<file path="src/rtl/tmr_pkg.sv">
package tmr_pkg;

   // register addresses decoded by the timer
   localparam int unsigned SHARED_ADDR = 1;
   localparam int unsigned TCTL_ADDR   = 14;
   localparam int unsigned TCNT_ADDR   = 15;

   // field positions
   localparam int unsigned TIE_BIT  = 0;
   localparam int unsigned FLAG_BIT = 2;
   localparam int unsigned MODE_BIT = 4;
   localparam int unsigned EN_BIT   = 7;

   localparam int unsigned NUM_SRC  = 4;
   localparam int unsigned RATIO_W  = 16;

   typedef enum logic [1:0] {
      SRC_FAST = 2'd0,
      SRC_MID  = 2'd1,
      SRC_SEC  = 2'd2,
      SRC_MIN  = 2'd3
   } src_e;

endpackage

</file>
<file path="src/rtl/tmr_div_stage.sv">
module tmr_div_stage #(
   parameter int unsigned RATIO = 8
) (
   input  logic clk,
   input  logic rst_n,
   input  logic tick_in,
   output logic tick_out
);
   localparam int unsigned W = (RATIO <= 2) ? 1 : $clog2(RATIO);

   logic [W-1:0] cnt_q;
   logic         wrap;

   assign wrap = (cnt_q == W'(RATIO - 1));

   always_ff @(posedge clk or negedge rst_n) begin
      if (!rst_n) begin
         cnt_q    <= '0;
         tick_out <= 1'b0;
      end else begin
         tick_out <= tick_in && wrap;
         if (tick_in) begin
            if (wrap) cnt_q <= '0;
            else      cnt_q <= cnt_q + W'(1);
         end
      end
   end
endmodule

</file>
<file path="src/rtl/tmr_rate_chain.sv">
module tmr_rate_chain
   import tmr_pkg::*;
#(
   parameter int unsigned FAST_DIV = 8,
   parameter int unsigned MID_DIV  = 64,
   parameter int unsigned SEC_DIV  = 64,
   parameter int unsigned MIN_DIV  = 60
) (
   input  logic               clk,
   input  logic               rst_n,
   input  logic               ref_en,
   output logic [NUM_SRC-1:0] ticks
);
   localparam logic [NUM_SRC*RATIO_W-1:0] RATIO_VEC = {
      RATIO_W'(MIN_DIV), RATIO_W'(SEC_DIV), RATIO_W'(MID_DIV), RATIO_W'(FAST_DIV)
   };

   logic [NUM_SRC-1:0] chain_in;
   assign chain_in = {ticks[NUM_SRC-2:0], ref_en};

   for (genvar g = 0; g < NUM_SRC; g++) begin : g_stage
      localparam int unsigned STAGE_RATIO = int'(RATIO_VEC[g*RATIO_W +: RATIO_W]);
      if (STAGE_RATIO < 2) begin : g_bad
         $error("divider stage ratio must be at least 2");
      end
      tmr_div_stage #(.RATIO(STAGE_RATIO)) u_div (
         .clk      (clk),
         .rst_n    (rst_n),
         .tick_in  (chain_in[g]),
         .tick_out (ticks[g])
      );
   end
endmodule

</file>
<file path="src/rtl/tmr_down_core.sv">
module tmr_down_core #(
   parameter int unsigned W = 8
) (
   input  logic         clk,
   input  logic         rst_n,
   input  logic         tick,
   input  logic         en,
   input  logic [W-1:0] reload,
   input  logic         load_req,
   output logic [W-1:0] cnt,
   output logic         fire
);
   logic pend_q;
   logic step;

   assign step = tick && en;
   assign fire = step && !pend_q && (cnt == W'(1));

   always_ff @(posedge clk or negedge rst_n) begin
      if (!rst_n) begin
         cnt    <= '0;
         pend_q <= 1'b0;
      end else begin
         if (step) begin
            if (pend_q || cnt == '0 || fire) cnt <= reload;
            else                             cnt <= cnt - W'(1);
         end
         if (load_req)  pend_q <= 1'b1;
         else if (step) pend_q <= 1'b0;
      end
   end
endmodule

</file>
<file path="src/rtl/tmr_irq_shaper.sv">
module tmr_irq_shaper (
   input  logic clk,
   input  logic rst_n,
   input  logic tick,
   input  logic fire,
   input  logic clr,
   input  logic tie,
   input  logic pulse_mode,
   output logic flag,
   output logic irq_n
);
   logic pulse_q;

   always_ff @(posedge clk or negedge rst_n) begin
      if (!rst_n) begin
         flag    <= 1'b0;
         pulse_q <= 1'b0;
      end else begin
         if (fire)     flag <= 1'b1;
         else if (clr) flag <= 1'b0;
         if (tick)     pulse_q <= fire && pulse_mode;
      end
   end

   assign irq_n = !(tie && (pulse_mode ? pulse_q : flag));
endmodule

</file>
<file path="src/rtl/countdown_timer.sv">
module countdown_timer
   import tmr_pkg::*;
#(
   parameter int unsigned ADDR_W   = 4,
   parameter int unsigned DATA_W   = 8,
   parameter int unsigned FAST_DIV = 8,
   parameter int unsigned MID_DIV  = 64,
   parameter int unsigned SEC_DIV  = 64,
   parameter int unsigned MIN_DIV  = 60
) (
   input  logic              clk,
   input  logic              rst_n,
   input  logic              ref_en,
   input  logic              wr_en,
   input  logic [ADDR_W-1:0] wr_addr,
   input  logic [DATA_W-1:0] wr_data,
   output logic [DATA_W-1:0] cnt_value,
   output logic              tmr_flag,
   output logic              irq_n
);
   if (DATA_W < EN_BIT + 1) begin : g_bad_data
      $error("DATA_W must hold the enable bit");
   end
   if (ADDR_W < 4) begin : g_bad_addr
      $error("ADDR_W must reach the count address");
   end
   if (FAST_DIV >= 2**RATIO_W || MID_DIV >= 2**RATIO_W ||
       SEC_DIV >= 2**RATIO_W || MIN_DIV >= 2**RATIO_W) begin : g_bad_ratio
      $error("divider ratio too wide");
   end

   logic [NUM_SRC-1:0] ticks;
   logic               sel_tick;
   logic               fire;
   logic               wr_shared, wr_tctl, wr_tcnt;

   logic               tmr_en_q;
   src_e               src_q;
   logic [DATA_W-1:0]  reload_q;
   logic               tie_q;
   logic               mode_q;

   assign wr_shared = wr_en && (wr_addr == ADDR_W'(SHARED_ADDR));
   assign wr_tctl   = wr_en && (wr_addr == ADDR_W'(TCTL_ADDR));
   assign wr_tcnt   = wr_en && (wr_addr == ADDR_W'(TCNT_ADDR));

   always_ff @(posedge clk or negedge rst_n) begin
      if (!rst_n) begin
         tmr_en_q <= 1'b0;
         src_q    <= SRC_FAST;
         reload_q <= '0;
         tie_q    <= 1'b0;
         mode_q   <= 1'b0;
      end else begin
         if (wr_tctl) begin
            tmr_en_q <= wr_data[EN_BIT];
            src_q    <= src_e'(wr_data[1:0]);
         end
         if (wr_tcnt) reload_q <= wr_data;
         if (wr_shared) begin
            tie_q  <= wr_data[TIE_BIT];
            mode_q <= wr_data[MODE_BIT];
         end
      end
   end

   tmr_rate_chain #(
      .FAST_DIV (FAST_DIV),
      .MID_DIV  (MID_DIV),
      .SEC_DIV  (SEC_DIV),
      .MIN_DIV  (MIN_DIV)
   ) u_rates (
      .clk    (clk),
      .rst_n  (rst_n),
      .ref_en (ref_en),
      .ticks  (ticks)
   );

   assign sel_tick = ticks[src_q];

   tmr_down_core #(.W(DATA_W)) u_core (
      .clk      (clk),
      .rst_n    (rst_n),
      .tick     (sel_tick),
      .en       (tmr_en_q),
      .reload   (reload_q),
      .load_req (wr_tcnt),
      .cnt      (cnt_value),
      .fire     (fire)
   );

   tmr_irq_shaper u_irq (
      .clk        (clk),
      .rst_n      (rst_n),
      .tick       (sel_tick),
      .fire       (fire),
      .clr        (wr_shared && !wr_data[FLAG_BIT]),
      .tie        (tie_q),
      .pulse_mode (mode_q),
      .flag       (tmr_flag),
      .irq_n      (irq_n)
   );
endmodule

</file>
<file path="config.mk">
export PLATFORM = sky130hd
export DESIGN_NAME = countdown_timer
export DESIGN_NICKNAME = d
export VERILOG_FILES = /design/src/rtl/tmr_pkg.sv /design/src/rtl/tmr_div_stage.sv /design/src/rtl/tmr_rate_chain.sv /design/src/rtl/tmr_down_core.sv /design/src/rtl/tmr_irq_shaper.sv /design/src/rtl/countdown_timer.sv
export SDC_FILE = /design/constraint.sdc
export NUM_CORES = 1
export LEC_CHECK = 0
export BUFFER_PORTS_ARGS = -buffer_cell sky130_fd_sc_hd__clkbuf_2
export CORE_MARGIN = 10
export CORE_UTILIZATION = 52
export DETAILED_ROUTE_END_ITERATION = 12
export GPL_TIMING_DRIVEN = 0
export PLACE_DENSITY = 0.75
export SLEW_MARGIN = 20
export SYNTH_ARGS = -nofsm -noshare
export SYNTH_HDL_FRONTEND = slang
export SYNTH_SLANG_ARGS = --single-unit
</file>
<file path="constraint.sdc">
create_clock -name clk -period 1.8 [get_ports clk]
set_clock_uncertainty 0.15 [all_clocks]
set_input_delay 0.18 -clock clk [delete_from_list [all_inputs] [get_ports clk]]
set_output_delay 0.18 -clock clk [all_outputs]
set_load 0.005 [all_outputs]
</file>
==> run_results.csv <==
group,metric,value,unit
run_status,status,"finished, violations left",
run_status,violations,"setup timing",
sta,max_freq,0.507,GHz
grt,gr-usage-met3,0.0393,
floorplanning,io-pin-count,26,
yosys,synth_area,2360,um^2
routing,routed-via-count,1784,
sta,whs,0.133,ns
clock_network,cts_tree,"done",
sta,timing.final.ws_setup,-0.172,ns
clock_network,clk_latency,0.30,ns
clock_network,htree_levels,2,
yosys,ys_seq_elements,49,
final_layout,antenna_cells,0,
sta,worst_pin_slew,0.654,ns
final_layout,layout_commonest_cell,"dfrtp_1",
place,portBuffers,25,
clock_network,cts_buffers,5,
pwr,pwr-share-seq,0.447,
place,gp_congestion,0.845,
critical_path,worst_ep_required_time,1.89,ns
floorplanning,die_w,87.3,um
final_layout,final_layout_size_suffix_gt1_frac,0.333,
grt,grt_max_degree,50,
pwr,p_clk_frac,0.208,
grt,gr-total-overflow,0,
yosys,synth_warnings,0,
clock_network,root_buffer,"clkbuf_8",
grt,groute.usage.overall,0.131,
final_layout,fill_cells,345,
pwr,switchingPower,1.11,mW
floorplanning,start_util,0.538,
grt,met2_usage,0.210,
pwr,ir_worst_vdd,0.541,mV
routing,routed_wirelength,4750,um
final_layout,final_cell_mix,"43 x dfrtp_1, 28 x nand2_1, 25 x clkbuf_2",
sta,relSlewSlack,0.564,
routing,wire_per_inst,14.6,um
sta,finalCriticalPeriod,1.97,ns
yosys,syn_avg_cell_area,10.9,um^2
critical_path,path_max_fanout,7,
grt,met1_usage,0.159,
sta,slew_viol_final,0,
pwr,intPower,2.28,mW
grt,antenna_found_initial,0,
pwr,pwr-share-comb,0.345,
routing,antenna_left,0,
yosys,syn_nets,240,
routing,drt_iter0_drc,83,
yosys,ys_seq_area_frac,0.520,
clock_network,clk_pin_slew_worst_paths,0.09,ns
job,maxCapViolCount,0,
pwr,p_sw_frac,0.326,
critical_path,start_kind,"flip-flop",
yosys,ys_types,39,
routing,drtPass1Iterations,4,
hold_path,hp-class,"in -> reg",
floorplanning,fp.coreArea,4380,um^2
sta,finalHoldViolCount,0,
final_layout,fin_nets,296,
clock_network,clockBufferDepth,2,
routing,post-route-drc-count,0,
grt,busiest_layer,"met2",
clock_network,clkSinkCount,49,
sta,rsz0062_at_grt,"yes",
floorplanning,die_y,87.3,um
grt,grt_pass1_wl,8070,um
floorplanning,die_area,7630,um^2
pwr,p_total,3.39,mW
grt,grt_pass1_vias,1781,
routing,detail_route.vias_per_cell,5.49,
critical_path,arrival,2.06,ns
sta,period_share,1.10,
pwr,pwr_density_cell,1150,nW/um^2
place,dpl.hpwl,3230,um
sta,setup_viol,9,
final_layout,area_growth,24.8,%
critical_path,crit_type,"reg -> reg",
floorplanning,core.rowCount,24,
pwr,p_leak,1.35,nW
critical_path,end_kind,"flip-flop",
yosys,synth_cells,216,
[per-layer routing]
metal  up-vias  share of wire
met5         -              0
met4         0          0.019
met3        10          0.048
met2        31           0.50
met1       865           0.44
li1        878              -
[critical path, cell delays in order, from the launching register on]
cell,delay [ns]
dfrtp_2,0.44
nor4_4,0.07
buf_4,0.13
a31oi_1,0.31
o31ai_4,0.18
or4b_1,0.53
nand3_2,0.09
[sequential cells by signal, indices dropped and copies added (netlist names)]
register,count
u_core.cnt,8
tie_q,1
reload_q,8
u_irq.pulse_q,1
src_q,2
tmr_en_q,1
u_core.pend_q,1
mode_q,1
u_rates.g_stage.u_div.tick_out,4
u_irq.flag,1
u_rates.g_stage.u_div.cnt_q,21
[per-stage QoR]
stage | cell area, um^2 | instances | TNS (ns) | utilization | setup slack [ns]
finish | 2940 | 325 | -0.686 | 0.672 | -0.172
global route | 2940 | 325 | -1.33 | 0.672 | -0.207
CTS | 2890 | 321 | -0.679 | 0.658 | -0.150
detailed placement | 2560 | 293 | -1.91 | 0.584 | -0.287
global placement | 2560 | 293 | -1.50 | 0.584 | -0.213
floorplan | 2370 | 216 | -0.0416 | - | -0.0416
[Yosys cell counts]
cell type	count	area share
nor4b_1	1	0.0037
nor2_1	15	0.024
buf_4	1	0.0032
o41ai_1	1	0.0037
or3_1	6	0.016
mux2_2	19	0.091
nand4_1	10	0.027
a21oi_1	4	0.0085
o21ai_0	8	0.017
nor3_1	2	0.0042
nor4_1	2	0.0053
a21o_1	4	0.013
o31ai_1	2	0.0064
nand2_1	29	0.046
nor2b_1	1	0.0027
xor2_1	4	0.015
xnor2_1	7	0.026
mux2i_1	1	0.0042
or2_2	1	0.0027
mux2_4	1	0.0064
and2_1	2	0.0053
a2bb2oi_4	1	0.011
clkbuf_1	2	0.0032
ha_1	8	0.042
o21ai_1	1	0.0021
or3b_2	1	0.0037
buf_2	3	0.0064
nor3b_1	1	0.0032
mux2i_2	1	0.0058
a22oi_1	1	0.0032
inv_1	7	0.011
o311ai_0	2	0.0074
a31oi_1	1	0.0027
nand3b_1	1	0.0032
or4b_1	1	0.0042
dfrtp_1	49	0.52
o31ai_4	1	0.0090
nand3_1	13	0.028
o2111ai_1	1	0.0037
[area by class of cell]
class	instances	area, um^2	area share
inverter	7	26.3	0.00892
clock inverter	1	5.00	0.00170
multi-input combinational	154	1140	0.386
sequential	49	1230	0.419
clock buffer	7	96.3	0.0327
tap	52	65.1	0.0221
buffer	5	36.3	0.0123
timing repair buffer	50	344	0.117
[cells by family after synthesis]
family | after synthesis | share of synthesized area
simple gates | 86 | 0.178
fa+ha+maj | 8 | 0.0424
compound gates | 27 | 0.0875
flops | 49 | 0.520
xor+xnor | 11 | 0.0408
mux | 22 | 0.107
buf+inv | 13 | 0.0239
[power by group through the flow]
| stage | clock network, mW | registers [mW] | logic, mW |
|---|---|---|---|
| global placement | 0 | 1.53 | 0.839 |
| CTS | 0.727 | 1.51 | 1.09 |
| finish | 0.704 | 1.52 | 1.17 |
| floorplan | 0 | 1.50 | 0.640 |
| detailed placement | 0 | 1.54 | 0.872 |
| global route | 0.779 | 1.55 | 1.32 |
[worst paths after layout]
path / from / to / slack (ns) / cells past startpoint
worst max-delay path: u_core.cnt[4] / u_core.cnt[2] / -0.17 / 6
worst min-delay path: wr_addr[0] / tie_q / 0.13 / 3
worst max register to register: u_core.cnt[4] / u_core.cnt[2] / -0.17 / 6
worst min register to register: u_rates.g_stage[2].u_div.cnt_q[4] / u_rates.g_stage[2].u_div.cnt_q[4] / 0.33 / 1
max in group asynchronous: rst_n / src_q[1] / 0.71 / 2
min in group asynchronous: rst_n / u_core.cnt[6] / 0.31 / 2
[repair_timing]
item | in CTS | in global routing
setup buffers | 11 | 4
pin swaps | 4 | 2
gates resized for setup | 15 | 7
setup endpoints to repair | 10 | 10
hold buffers | 10 | 0
endpoints found under the hold margin | 63 | 0
Power figures use the tool's default switching activity.
